`src/rtl/pwr_mode_pkg.sv`:
```
package pwr_mode_pkg;

   typedef enum logic [1:0] {
      MODE_SLEEP   = 2'd0,
      MODE_STANDBY = 2'd1,
      MODE_IDLE    = 2'd2,
      MODE_RUN     = 2'd3
   } pwr_mode_e;

   localparam int CTL_W  = 8;
   localparam int ADDR_W = 5;

   // enable register bit positions
   localparam int B_KEEP   = 7;
   localparam int B_PLL    = 6;
   localparam int B_MONHI  = 5;
   localparam int B_MONLO  = 4;
   localparam int B_SIGDET = 3;
   localparam int B_DOE    = 2;
   localparam int B_MSEL   = 1;
   localparam int B_BIAS   = 0;

   localparam logic [CTL_W-1:0] CTL_RST = 8'hE1;

   // bits forced high by any wake event
   localparam logic [CTL_W-1:0] WAKE_SET =
      (CTL_W'(1) << B_KEEP) | (CTL_W'(1) << B_PLL) |
      (CTL_W'(1) << B_MONHI) | (CTL_W'(1) << B_BIAS);

   localparam logic [ADDR_W-1:0] A_CTL   = 5'b11001;
   localparam logic [ADDR_W-1:0] A_SLEEP = 5'b11010;
   localparam logic [ADDR_W-1:0] A_STBY  = 5'b11011;
   localparam logic [ADDR_W-1:0] A_IDLE  = 5'b11100;
   localparam logic [ADDR_W-1:0] A_RUN   = 5'b11101;

endpackage

```
`src/rtl/pwr_wake_sync.sv`:
```
module pwr_wake_sync #(
   parameter int NPINS       = 2,
   parameter int SYNC_STAGES = 2
) (
   input  logic             clk,
   input  logic             rst_n,
   input  logic [NPINS-1:0] pin_n,
   input  logic             alarm_pulse,
   output logic             wake_evt
);

   logic [NPINS-1:0] pin_s;

   generate
      if (NPINS < 1) begin : g_bad_npins
         $error("pwr_wake_sync: NPINS must be at least 1");
      end
      if (SYNC_STAGES < 0) begin : g_bad_stages
         $error("pwr_wake_sync: SYNC_STAGES must not be negative");
      end

      if (SYNC_STAGES == 0) begin : g_direct
         // pins already synchronous to clk
         assign pin_s = pin_n;
      end else begin : g_chain
         logic [SYNC_STAGES-1:0][NPINS-1:0] chain;
         always_ff @(posedge clk or negedge rst_n) begin
            if (!rst_n) begin
               chain <= '1;
            end else begin
               chain[0] <= pin_n;
               for (int s = 1; s < SYNC_STAGES; s++) begin
                  chain[s] <= chain[s-1];
               end
            end
         end
         assign pin_s = chain[SYNC_STAGES-1];
      end
   endgenerate

   // any pin held low, or the alarm, is a wake event
   assign wake_evt = (~&pin_s) | alarm_pulse;

endmodule

```
`src/rtl/pwr_ctl_core.sv`:
```
module pwr_ctl_core
   import pwr_mode_pkg::*;
(
   input  logic              clk,
   input  logic              rst_n,
   input  logic              cmd_valid,
   input  logic [ADDR_W-1:0] cmd_addr,
   input  logic [CTL_W-1:0]  cmd_data,
   input  logic              wake_evt,
   output logic [CTL_W-1:0]  ctl_q,
   output pwr_mode_e         mode_q
);

   logic [CTL_W-1:0] ctl_d;
   pwr_mode_e        mode_d;

   always_comb begin
      ctl_d  = ctl_q;
      mode_d = mode_q;
      if (cmd_valid) begin
         unique case (cmd_addr)
            A_CTL: begin
               ctl_d = cmd_data;
            end
            A_SLEEP: begin
               mode_d           = MODE_SLEEP;
               ctl_d[B_KEEP]    = 1'b0;
               ctl_d[B_PLL]     = 1'b0;
               ctl_d[B_SIGDET]  = 1'b0;
               ctl_d[B_BIAS]    = 1'b0;
               ctl_d[B_MONHI]   = ~ctl_q[B_MSEL];
               ctl_d[B_MONLO]   = ctl_q[B_MSEL];
            end
            A_STBY: begin
               mode_d           = MODE_STANDBY;
               ctl_d[B_KEEP]    = 1'b1;
               ctl_d[B_PLL]     = 1'b1;
               ctl_d[B_MONHI]   = 1'b1;
               ctl_d[B_BIAS]    = 1'b1;
               ctl_d[B_SIGDET]  = 1'b0;
               ctl_d[B_MONLO]   = ctl_q[B_MSEL];
            end
            A_IDLE, A_RUN: begin
               mode_d           = (cmd_addr == A_RUN) ? MODE_RUN : MODE_IDLE;
               ctl_d[B_KEEP]    = 1'b1;
               ctl_d[B_PLL]     = 1'b1;
               ctl_d[B_MONHI]   = 1'b1;
               ctl_d[B_MONLO]   = 1'b1;
               ctl_d[B_SIGDET]  = 1'b1;
               ctl_d[B_BIAS]    = 1'b1;
            end
            default: ;
         endcase
      end
      // wake has priority over any same-cycle command
      if (wake_evt) begin
         ctl_d = ctl_d | WAKE_SET;
         if (mode_d == MODE_SLEEP) mode_d = MODE_STANDBY;
      end
   end

   always_ff @(posedge clk or negedge rst_n) begin
      if (!rst_n) begin
         ctl_q  <= CTL_RST;
         mode_q <= MODE_STANDBY;
      end else begin
         ctl_q  <= ctl_d;
         mode_q <= mode_d;
      end
   end

endmodule

```
`src/rtl/pwr_shdn_timer.sv`:
```
module pwr_shdn_timer #(
   parameter int SHDN_DLY = 96
) (
   input  logic clk,
   input  logic rst_n,
   input  logic pll_on,
   input  logic keep_on,
   output logic shdn_o
);

   localparam int CNT_W = $clog2(SHDN_DLY + 1);
   localparam logic [CNT_W-1:0] CNT_LOAD = CNT_W'(SHDN_DLY);

   generate
      if (SHDN_DLY < 1) begin : g_bad_dly
         $error("pwr_shdn_timer: SHDN_DLY must be at least 1");
      end
   endgenerate

   logic [CNT_W-1:0] hold_cnt;

   // reloads while the PLL runs, counts down once it stops
   always_ff @(posedge clk or negedge rst_n) begin
      if (!rst_n) begin
         hold_cnt <= CNT_LOAD;
      end else if (pll_on) begin
         hold_cnt <= CNT_LOAD;
      end else if (hold_cnt != '0) begin
         hold_cnt <= hold_cnt - 1'b1;
      end
   end

   assign shdn_o = keep_on | pll_on | (hold_cnt != '0);

endmodule

```
`src/rtl/pwr_mode_ctl.sv`:
```
module pwr_mode_ctl
   import pwr_mode_pkg::*;
#(
   parameter int SYNC_STAGES = 2,
   parameter int SHDN_DLY    = 96
) (
   input  logic       clk,
   input  logic       rst_n,
   input  logic       cmd_valid,
   input  logic [4:0] cmd_addr,
   input  logic [7:0] cmd_data,
   input  logic       wake1_n,
   input  logic       wake2_n,
   input  logic       alarm_pulse,
   output logic [7:0] ctl_q,
   output logic [1:0] mode_q,
   output logic       shdn_o,
   output logic       adc_en,
   output logic       clkout_en,
   output logic       dout_oe,
   output logic       mon_sel
);

   localparam int NPINS = 2;

   logic      wake_evt;
   pwr_mode_e mode_r;

   pwr_wake_sync #(.NPINS(NPINS), .SYNC_STAGES(SYNC_STAGES)) u_wake (
      .clk         (clk),
      .rst_n       (rst_n),
      .pin_n       ({wake2_n, wake1_n}),
      .alarm_pulse (alarm_pulse),
      .wake_evt    (wake_evt)
   );

   pwr_ctl_core u_core (
      .clk       (clk),
      .rst_n     (rst_n),
      .cmd_valid (cmd_valid),
      .cmd_addr  (cmd_addr),
      .cmd_data  (cmd_data),
      .wake_evt  (wake_evt),
      .ctl_q     (ctl_q),
      .mode_q    (mode_r)
   );

   pwr_shdn_timer #(.SHDN_DLY(SHDN_DLY)) u_shdn (
      .clk     (clk),
      .rst_n   (rst_n),
      .pll_on  (ctl_q[B_PLL]),
      .keep_on (ctl_q[B_KEEP]),
      .shdn_o  (shdn_o)
   );

   assign mode_q    = mode_r;
   assign adc_en    = (mode_r == MODE_RUN);
   assign clkout_en = ctl_q[B_PLL];
   assign dout_oe   = ctl_q[B_DOE];
   assign mon_sel   = ctl_q[B_MSEL];

endmodule

```
`config.mk`:
```
export PLATFORM = sky130hd
export DESIGN_NAME = pwr_mode_ctl
export DESIGN_NICKNAME = d
export VERILOG_FILES = /design/src/rtl/pwr_mode_pkg.sv /design/src/rtl/pwr_wake_sync.sv /design/src/rtl/pwr_ctl_core.sv /design/src/rtl/pwr_shdn_timer.sv /design/src/rtl/pwr_mode_ctl.sv
export SDC_FILE = /design/constraint.sdc
export NUM_CORES = 1
export LEC_CHECK = 0
export BUFFER_PORTS_ARGS = -buffer_cell sky130_fd_sc_hd__buf_4
export CAP_MARGIN = 10
export CORE_MARGIN = 2
export CORE_UTILIZATION = 30
export DETAILED_ROUTE_END_ITERATION = 10
export PLACE_DENSITY_LB_ADDON = 0.1
export SLEW_MARGIN = 20
export SYNTH_ARGS = -nofsm -noshare
export SYNTH_HDL_FRONTEND = slang
export SYNTH_SLANG_ARGS = --single-unit
```
`constraint.sdc`:
```
create_clock -name clk -period 3.4 [get_ports clk]
set_clock_uncertainty 0.1 [all_clocks]
set_input_delay 0 -clock clk [delete_from_list [all_inputs] [get_ports clk]]
set_output_delay 0 -clock clk [all_outputs]
set_load 0.05 [all_outputs]
```
==> results_dict.tcl <==
set metrics [dict create \
    max_cap_violations 0 \
    numClockSinks 21 \
    synth_nets 128 \
    synth_area_um2 1050 \
    ant_nets 0 \
    design.die.area_um2 4000 \
    overflow 0 \
    cts_max_level 1 \
    synth_area_leader_cell "dfstp_2" \
    wire_per_inst_um 11.8 \
    grt.total_usage 0.129 \
    utilization 0.463 \
    syn_inst 107 \
    p_total_w 0.000596 \
    grt_pass1_wl_mm 4.00 \
    ir_drop_v 0.000261 \
    relSlewSlack 0.697 \
    layout_common_cells "33 x buf_4, 22 x dlygate4sd3_1, 13 x nor2_1" \
    start_util 0.313 \
    leakagePower_nw 0.689 \
    setup_viol 0 \
    synth_top_area_share 0.274 \
    end_kind "output pin" \
    crit_fanout 7 \
    fin_tns_setup_ns 0 \
    firstDrtPassIters 4 \
    ys_ff_latch 21 \
    drive_gt1_frac 0.331 \
    io_pins 34 \
    numCtsBuffers 3 \
    drt-initial-drc-count 27 \
    min_period_ns 2.27 \
    wirelength_mm 2.40 \
    post_drt_via_cell_ratio 4.46 \
    timing.fmax_ghz 0.441 \
    core_um2 3360 \
    placement.io_buffers 33 \
    synth_cell_types 34 \
    cts-root-buf "clkbuf_4" \
    areaGrowthSynthToFinish_pct 47.7 \
    crit_path_start_kind "flop" \
    grt_pass1_vias 885 \
    hold_violations 0 \
    yosysSeqAreaShare 0.512 \
    grt_max_degree 15 \
    status "complete, no violations" \
    gp_congestion 0.761 \
    rows 21 \
    rsz0062_at_grt "false" \
    die_h_um 63.3 \
    route.detailed.drc 0 \
    period_share 0.667 \
    yosysWarnings 0 \
    hold_class "in2reg" \
    cts.reportedPaths.clkPinSlew_ns 0.14 \
    crit_arrival_ns 2.17 \
    dp_hpwl_mm 1.63 \
    diodes 0 \
    drv_slew 0 \
    final_nets 179 \
    avgSynthCellArea_um2 9.85 \
    tightest_slew_ns 0.453 \
    synth_area_leaders "dfstp_2 27%, dfrtp_1 24%, o21ai_0 5.2%, nor2_1 4.6%, xor2_1 3.3%" \
    cts.path.max_buffers 2 \
    cts_tree "yes" \
    power_density_nw_per_um2 383 \
    critPathKind "reg2out" \
    vias 906 \
    cp.required_ns 3.30 \
    final_common_cell "buf_4" \
    fp.dieW_um 63.3 \
    clkLatencyLatePin_ns 0.32 \
    antenna_found_initial 0 \
]
## cells in the mapped netlist
| cell type | number |
|---|---|
| nand3_1 | 5 |
| clkbuf_1 | 2 |
| nand2_1 | 7 |
| mux2_2 | 2 |
| buf_1 | 2 |
| a41oi_1 | 1 |
| buf_4 | 4 |
| ha_1 | 2 |
| dfstp_2 | 11 |
| inv_1 | 3 |
| a211o_1 | 1 |
| xnor2_1 | 2 |
| o2bb2ai_1 | 1 |
| a31oi_1 | 1 |
| nor2_1 | 13 |
| or3b_2 | 1 |
| nand2b_1 | 5 |
| o211ai_1 | 3 |
| buf_2 | 1 |
| o21ai_0 | 11 |
| dfrtp_1 | 10 |
| mux2i_1 | 1 |
| o22ai_1 | 1 |
| or2_4 | 1 |
| nor3_1 | 2 |
| a21oi_1 | 1 |
| nor4_1 | 1 |
| xor2_1 | 4 |
| a211oi_1 | 2 |
| or4_1 | 1 |
| a21o_1 | 1 |
| o31ai_1 | 1 |
| or3_1 | 2 |
| and2_1 | 1 |
## timing repair
item / 4_1_cts / 5_1_grt
gates resized for setup: 0 / 0
hold endpoints to repair: 33 / 0
buffers inserted: 0 / 0
hold buffers: 22 / 0
## area by class of cell
type / instances / area [um2]
clock buffers: 3 / 22.5
clock inverters: 1 / 5.00
fillers: 359 / 1810
inverters: 3 / 11.3
multi-input cells: 74 / 453
flip-flops and latches: 21 / 539
well taps: 46 / 57.6
repair buffers: 55 / 468
## state kept, by name (all words and copies together) (netlist names)
signal and cells:
u_core.ctl_q 8, u_core.mode_q 2, u_shdn.hold_cnt 7, u_wake.g_chain.chain 2, u_wake.pin_s 2
## kinds of logic after synthesis
family          Yosys count  share of synthesized area
buf+inv                  12                     0.0582
xor+xnor                  6                     0.0499
fa+ha+maj                 2                     0.0237
flops                    21                      0.512
mux                       3                     0.0309
simple gates             39                      0.182
compound gates           24                      0.144
## through the flow
| step | setup WS [ns] | cell area (um2) | hold slack (ns) | std cells |
|---|---|---|---|---|
| finish | 1.13 | 1560 | 0.0954 | 203 |
| global route | 1.03 | 1560 | 0.123 | 203 |
| detailed placement | 1.47 | 1310 | -0.199 | 177 |
| CTS | 1.10 | 1560 | 0.0906 | 203 |
| global placement | 1.49 | 1310 | -0.200 | 177 |
| floorplan | 1.47 | 1050 | -0.396 | 107 |
## where the power goes
part | total [W] | switching (W) | internal (W)
Sequential | 0.000282 | 0.0000117 | 0.000270
Combinational | 0.000188 | 0.000115 | 0.0000733
Clock | 0.000126 | 0.0000821 | 0.0000439
## routing by layer
| layer | part of all wire | track usage |
|---|---|---|
| met2 | 0.47 | 0.213 |
| met3 | 0.031 | 0.0214 |
| met1 | 0.49 | 0.172 |
| met4 | 0.0058 | 0.0408 |
| met5 | 0 | 0 |
## critical path, cell delays in order (launching register included)
cell,delay (ns)
dfrtp_1,0.43
or4_1,0.63
or2_4,0.31
or3_1,0.31
buf_4,0.20
## worst paths after layout
| kind | slack [ns] | endpoint | start | depth (start not counted) |
|---|---|---|---|---|
| setup / recovery | 1.13 | shdn_o | u_shdn.hold_cnt[2] | 4 |
| hold / removal | 0.1 | u_core.ctl_q[3] | cmd_addr[3] | 4 |
| setup reg to reg | 1.53 | u_shdn.hold_cnt[6] | u_shdn.hold_cnt[2] | 3 |
| hold reg to reg | 0.27 | u_wake.pin_s[0] | u_wake.g_chain.chain[0] | 0 |
| max in group asynchronous | 1.60 | u_shdn.hold_cnt[2] | rst_n | 4 |
| min in group asynchronous | 0.51 | u_shdn.hold_cnt[4] | rst_n | 3 |
No activity file was read; power rests on OpenSTA's default activity.
